### config.mk
export PLATFORM = sky130hd
export DESIGN_NAME = irqc_tow_ctrl
export DESIGN_NICKNAME = d
export VERILOG_FILES = /design/src/rtl/irqc_pkg.sv /design/src/rtl/irqc_enable_regs.sv /design/src/rtl/irqc_status_bank.sv /design/src/rtl/irqc_irq_gen.sv /design/src/rtl/irqc_tow_ctrl.sv
export SDC_FILE = /design/constraint.sdc
export NUM_CORES = 1
export LEC_CHECK = 0
export ABC_AREA = 1
export ABC_CLOCK_PERIOD_IN_PS = 900
export CORE_MARGIN = 2
export CORE_UTILIZATION = 45
export DETAILED_ROUTE_END_ITERATION = 10
export DONT_BUFFER_PORTS = 1
export HOLD_SLACK_MARGIN = 0.05
export PLACE_DENSITY_LB_ADDON = 0.12
export SYNTH_ARGS = -nofsm -noshare
export SYNTH_HDL_FRONTEND = slang
export SYNTH_SLANG_ARGS = --single-unit
### constraint.sdc
create_clock -name clk -period 0.9 [get_ports clk]
set_input_delay 0.09 -clock clk [delete_from_list [all_inputs] [get_ports clk]]
set_output_delay 0.09 -clock clk [all_outputs]
set_load 0.02 [all_outputs]
### src/rtl/irqc_pkg.sv
package irqc_pkg;
  localparam logic [11:0] OFS_GIE = 12'h11C;
  localparam logic [11:0] OFS_ISR = 12'h120;
  localparam logic [11:0] OFS_IER = 12'h128;
  localparam int          MAX_CH  = 2;

  typedef enum logic [1:0] {
    SEL_NONE,
    SEL_GIE,
    SEL_ISR,
    SEL_IER
  } reg_sel_e;
endpackage

### src/rtl/irqc_enable_regs.sv
module irqc_enable_regs #(
  parameter int NUM_CH = 2,
  parameter int DATA_W = 32
) (
  input  logic              clk,
  input  logic              rst_n,
  input  logic              wr_gie,
  input  logic              wr_ier,
  input  logic [DATA_W-1:0] wdata,
  output logic              gie_q,
  output logic [NUM_CH-1:0] ier_q
);
  localparam int GIE_BIT = DATA_W - 1;

  logic              gie_d;
  logic [NUM_CH-1:0] ier_d;

  always_comb begin
    gie_d = gie_q;
    ier_d = ier_q;
    if (wr_gie) gie_d = wdata[GIE_BIT];
    if (wr_ier) ier_d = wdata[NUM_CH-1:0];
  end

  always_ff @(posedge clk or negedge rst_n) begin
    if (!rst_n) begin
      gie_q <= 1'b0;
      ier_q <= '0;
    end else begin
      if (wr_gie) gie_q <= gie_d;
      if (wr_ier) ier_q <= ier_d;
    end
  end

  AST_GIE_HOLD: assert property (@(posedge clk) disable iff (!rst_n)
    !wr_gie |=> $stable(gie_q));
  AST_IER_HOLD: assert property (@(posedge clk) disable iff (!rst_n)
    !wr_ier |=> $stable(ier_q));
endmodule

### src/rtl/irqc_status_bank.sv
module irqc_status_bank #(
  parameter int NUM_CH = 2
) (
  input  logic              clk,
  input  logic              rst_n,
  input  logic [NUM_CH-1:0] evt,
  input  logic              tow_we,
  input  logic [NUM_CH-1:0] tow_mask,
  output logic [NUM_CH-1:0] st_q
);
  logic [NUM_CH-1:0] st_d;
  logic [NUM_CH-1:0] flip;

  always_comb begin
    flip = tow_mask & {NUM_CH{tow_we}};
    for (int c = 0; c < NUM_CH; c++) begin
      if (evt[c])       st_d[c] = 1'b1;
      else if (flip[c]) st_d[c] = ~st_q[c];
      else              st_d[c] = st_q[c];
    end
  end

  always_ff @(posedge clk or negedge rst_n) begin
    if (!rst_n) st_q <= '0;
    else        st_q <= st_d;
  end

  for (genvar c = 0; c < NUM_CH; c++) begin : g_chk
    AST_EVT_SETS: assert property (@(posedge clk) disable iff (!rst_n)
      evt[c] |=> st_q[c]);
    AST_TOW_FLIP: assert property (@(posedge clk) disable iff (!rst_n)
      (tow_we && tow_mask[c] && !evt[c]) |=> (st_q[c] != $past(st_q[c])));
    AST_ST_HOLD: assert property (@(posedge clk) disable iff (!rst_n)
      (!evt[c] && !(tow_we && tow_mask[c])) |=> $stable(st_q[c]));
  end
endmodule

### src/rtl/irqc_irq_gen.sv
module irqc_irq_gen #(
  parameter int NUM_CH = 2
) (
  input  logic              clk,
  input  logic              rst_n,
  input  logic              gie,
  input  logic [NUM_CH-1:0] ier,
  input  logic [NUM_CH-1:0] isr,
  output logic              irq_o
);
  logic pend;
  logic irq_d;

  always_comb begin
    pend  = |(isr & ier);
    irq_d = gie & pend;
  end

  always_ff @(posedge clk or negedge rst_n) begin
    if (!rst_n) irq_o <= 1'b0;
    else        irq_o <= irq_d;
  end

  AST_IRQ_GATED: assert property (@(posedge clk) disable iff (!rst_n)
    !gie |=> !irq_o);
  AST_IRQ_MASKED: assert property (@(posedge clk) disable iff (!rst_n)
    ((isr & ier) == '0) |=> !irq_o);
  AST_IRQ_FIRES: assert property (@(posedge clk) disable iff (!rst_n)
    (gie && ((isr & ier) != '0)) |=> irq_o);
endmodule

### src/rtl/irqc_tow_ctrl.sv
module irqc_tow_ctrl
  import irqc_pkg::*;
#(
  parameter int DUAL   = 1,
  parameter int ADDR_W = 9,
  parameter int DATA_W = 32
) (
  input  logic              clk,
  input  logic              rst_n,
  input  logic [1:0]        evt_i,
  input  logic [ADDR_W-1:0] reg_addr,
  input  logic              reg_we,
  input  logic [DATA_W-1:0] reg_wdata,
  output logic [DATA_W-1:0] reg_rdata,
  output logic              irq_o
);
  localparam int NUM_CH = (DUAL != 0) ? 2 : 1;

  logic [1:0]        rst_sync;
  logic              rst_q_n;
  reg_sel_e          sel;
  logic              wr_gie, wr_ier, wr_isr;
  logic              gie_q;
  logic [NUM_CH-1:0] ier_q, isr_q;
  logic [DATA_W-1:0] gie_word, ier_word, isr_word;
  logic              unused_in;

  always_ff @(posedge clk or negedge rst_n) begin
    if (!rst_n) rst_sync <= 2'b00;
    else        rst_sync <= {rst_sync[0], 1'b1};
  end
  assign rst_q_n = rst_sync[1];

  always_comb begin
    sel = SEL_NONE;
    if (reg_addr == OFS_GIE[ADDR_W-1:0]) sel = SEL_GIE;
    if (reg_addr == OFS_ISR[ADDR_W-1:0]) sel = SEL_ISR;
    if (reg_addr == OFS_IER[ADDR_W-1:0]) sel = SEL_IER;
    wr_gie = reg_we && (sel == SEL_GIE);
    wr_isr = reg_we && (sel == SEL_ISR);
    wr_ier = reg_we && (sel == SEL_IER);
  end

  irqc_enable_regs #(.NUM_CH(NUM_CH), .DATA_W(DATA_W)) u_en (
    .clk    (clk),
    .rst_n  (rst_q_n),
    .wr_gie (wr_gie),
    .wr_ier (wr_ier),
    .wdata  (reg_wdata),
    .gie_q  (gie_q),
    .ier_q  (ier_q)
  );

  irqc_status_bank #(.NUM_CH(NUM_CH)) u_st (
    .clk      (clk),
    .rst_n    (rst_q_n),
    .evt      (evt_i[NUM_CH-1:0]),
    .tow_we   (wr_isr),
    .tow_mask (reg_wdata[NUM_CH-1:0]),
    .st_q     (isr_q)
  );

  irqc_irq_gen #(.NUM_CH(NUM_CH)) u_irq (
    .clk   (clk),
    .rst_n (rst_q_n),
    .gie   (gie_q),
    .ier   (ier_q),
    .isr   (isr_q),
    .irq_o (irq_o)
  );

  always_comb begin
    gie_word           = '0;
    gie_word[DATA_W-1] = gie_q;
    ier_word           = '0;
    ier_word[NUM_CH-1:0] = ier_q;
    isr_word           = '0;
    isr_word[NUM_CH-1:0] = isr_q;
    unique case (sel)
      SEL_GIE: reg_rdata = gie_word;
      SEL_ISR: reg_rdata = isr_word;
      SEL_IER: reg_rdata = ier_word;
      default: reg_rdata = '0;
    endcase
  end

  assign unused_in = ^{reg_wdata, evt_i};

  AST_NONE_READS_ZERO: assert property (@(posedge clk) disable iff (!rst_q_n)
    (sel == SEL_NONE) |-> (reg_rdata == '0));
  AST_RESET_QUIET: assert property (@(posedge clk)
    !rst_q_n |=> !irq_o);
endmodule

==> results.py <==
metrics = {
    "outcome": {
        "outcome": "complete, but fails checks",
        "failed_checks": "setup timing",
    },
    "sta": {
        "finalSetupViolCount": 3,
        "fin_crit_ns": 0.950,
        "timing.final.ws_setup_ns": -0.0501,
        "period_share_pct": 106,
        "finalMaxSlewViolations": 0,
        "hold_ws_ns": 0.0622,
        "fmax_mhz": 1050,
        "hold_violations": 0,
        "rsz0062_at_grt": "yes",
        "clock_skew_ns": 0.000798,
    },
    "placement": {
        "pre_cts_ws_ns": 0.0139,
        "place.gp.congestion": 0.843,
        "io_buffers": 0,
        "placed_area_um2": 647,
        "post-dp-hpwl_um": 972,
    },
    "grt": {
        "grt_use_total_pct": 13.4,
        "antenna_found_initial": 0,
        "grt_use_met1_pct": 16.0,
        "busiest_layer": "met2",
        "grt_overflow": 0,
        "grt_max_degree": 7,
        "use_met2_pct": 19.7,
        "grt_util_met3_pct": 6.67,
        "first_global_vias": 498,
        "grt_pass1_wl_mm": 1.86,
    },
    "setup_path": {
        "cpPeakStageDelay_ns": 0.38,
        "cp-start-kind": "register",
        "cp_max_fo": 2,
        "arrival_ns": 0.86,
        "crit_chain": "inv_2, nor2_1, buf_4",
        "required_ns": 0.81,
        "ff2ff_path_depth": 3,
        "cp_slowest_cell": "dfrtp_1",
        "end_kind": "primary output",
        "path_class": "reg -> out",
    },
    "clock_tree": {
        "clk_latency_ns": 0.25,
        "htreeDepth": 1,
        "cts_tree": "done",
        "clkSinkCount": 8,
        "cts_buffer_depth": 2,
        "cts_buffers": 3,
        "root_buffer": "clkbuf_4",
        "path_clk_slew_ns": 0.05,
    },
    "synth": {
        "synth_warnings": 0,
        "yosys-top-cells-count": "buf_4, inv_1, nand2_1",
        "synth.most_common_cell": "buf_4",
        "yosys_register_bits": 8,
        "async_reset_ff_share_pct": 100,
        "syn_inst": 96,
        "synth_top_area_cell": "buf_4",
        "yosysSeqAreaShare_pct": 28.4,
        "syn_area_um2": 706,
        "syn_avg_cell_area_um2": 7.35,
        "synth.distinct_cells": 17,
        "synth_area_leaders": "buf_4, dfrtp_1, inv_1",
        "ys.flop_type": "dfrtp_1",
        "synth_edf_count": 0,
        "synth_top_area_share_pct": 30.9,
    },
    "finish": {
        "num_antenna_cells": 0,
        "fill_cells": 155,
        "syn2layout_area_growth_pct": 12.9,
        "final_core_util_pct": 53.5,
        "finish.net_count": 161,
        "drive_gt1_share_pct": 23.0,
        "fin_area_um2": 797,
    },
    "detailed_routing": {
        "drtIter0Drc": 7,
        "vias": 543,
        "ant_nets": 0,
        "viasPerCell": 4.21,
        "dr.pass1.iters": 2,
        "route.detailed.drc": 0,
        "avgRoutedWirePerCell_um": 9.15,
        "totalWireLength_mm": 1.18,
    },
    "worst_hold_path": {
        "hp-class": "in -> reg",
        "whs_path_depth": 3,
    },
    "pwr": {
        "power_density_mw_per_mm2": 1040,
        "p_leak_nw": 0.424,
        "vdd_ir_drop_max_v": 0.000877,
    },
    "die": {
        "row_count": 14,
        "initial_core_util_pct": 47.4,
        "die-area_mm2": 0.00190,
        "die_width_um": 43.6,
        "ioPinCount": 79,
        "core_area_mm2": 0.00149,
        "die_h_um": 43.6,
    },
    "run": {
        "cap_violations": 0,
    },
}
[critical path: cells and delay by family, from the launching register on]
kind          cells  cell delay [ns]
flops             1             0.38
buf+inv           2             0.21
simple gates      1             0.03
[path summary, 6_finish.rpt]
| check | startpoint | slack, ns | to |
|---|---|---|---|
| max | u_en.gie_q$_DFFE_PN0P_ | -0.05 | reg_rdata[31] |
| min | reg_we | 0.06 | u_st.st_q[1]$_DFFE_PN0P_ |
| max reg2reg | u_st.st_q[0]$_DFFE_PN0P_ | 0.12 | u_st.st_q[0]$_DFFE_PN0P_ |
| min reg2reg | rst_sync[1]$_DFF_PN0_ | 0.09 | u_en.ier_q[1]$_DFFE_PN0P_ |
| max in group asynchronous | rst_sync[1]$_DFF_PN0_ | 0.62 | u_st.st_q[1]$_DFFE_PN0P_ |
| min in group asynchronous | rst_n | 0.07 | rst_sync[1]$_DFF_PN0_ |
[metal layers]
layer | vias to the layer above | wire length (um)
met2 | 26 | 563
met1 | 241 | 469
met4 | 0 | 6
met3 | 2 | 139
li1 | 274 | -
met5 | - | 0
[cells in the final DEF (no fill, tap or decap)]
master,instances
a21oi_1,1
buf_4,8
clkbuf_4,3
conb_1,30
dfrtp_1,8
dlygate4sd3_1,6
dlymetal6s4s_1,1
inv_1,11
inv_2,4
nand2_1,13
nand3_1,4
nand3_2,4
nand4_1,5
nor2_1,4
nor2_2,3
nor2_4,1
nor3_1,1
nor3_2,1
o21ai_1,3
o21ai_4,2
[flip-flops by register name, indices dropped and copies added (netlist names)]
| name | cells |
|---|---|
| rst_sync | 2 |
| u_en.gie_q | 1 |
| u_en.ier_q | 2 |
| u_irq.irq_o | 1 |
| u_st.st_q | 2 |
[kinds of logic after synthesis]
kind of cell,after synthesis,synth area share [%]
AO/OA/AOI/OAI,6,4.79
flip-flops,8,28.4
other,2,1.06
AND/OR/NAND/NOR,36,27.0
buffers and inverters,44,38.8
[stage by stage]
step / instances / setup TNS (ns) / total power, mW
finish: 129 / -0.128 / 0.826
global route: 129 / -0.313 / 0.875
CTS: 129 / -0.141 / 0.839
detailed placement: 115 / 0 / 0.537
global placement: 115 / 0 / 0.537
floorplan: 124 / 0 / 0.620
[power breakdown]
group	switching, mW	internal, mW
registers	0.00828	0.369
clock network	0.106	0.151
logic	0.146	0.0452
total	0.261	0.566
[final cells by class]
| cell class | instances | area, um^2 | share of cell area [%] |
|---|---|---|---|
| clock buffers | 3 | 22.5 | 2.83 |
| repair buffers | 15 | 133 | 16.6 |
| inverters | 15 | 56.3 | 7.06 |
| well taps | 16 | 20.0 | 2.51 |
| multi-input cells | 72 | 365 | 45.8 |
| flip-flops and latches | 8 | 200 | 25.1 |
[timing repair]
item | 4_1_cts | 5_1_grt
hold endpoints to repair | 7 | 0
pin swaps | 4 | 0
buffers inserted | 4 | 0
gates resized for setup | 7 | 1
hold buffers | 7 | 0
setup endpoints to repair | 3 | 5
No activity file was read; power rests on OpenSTA's default activity.
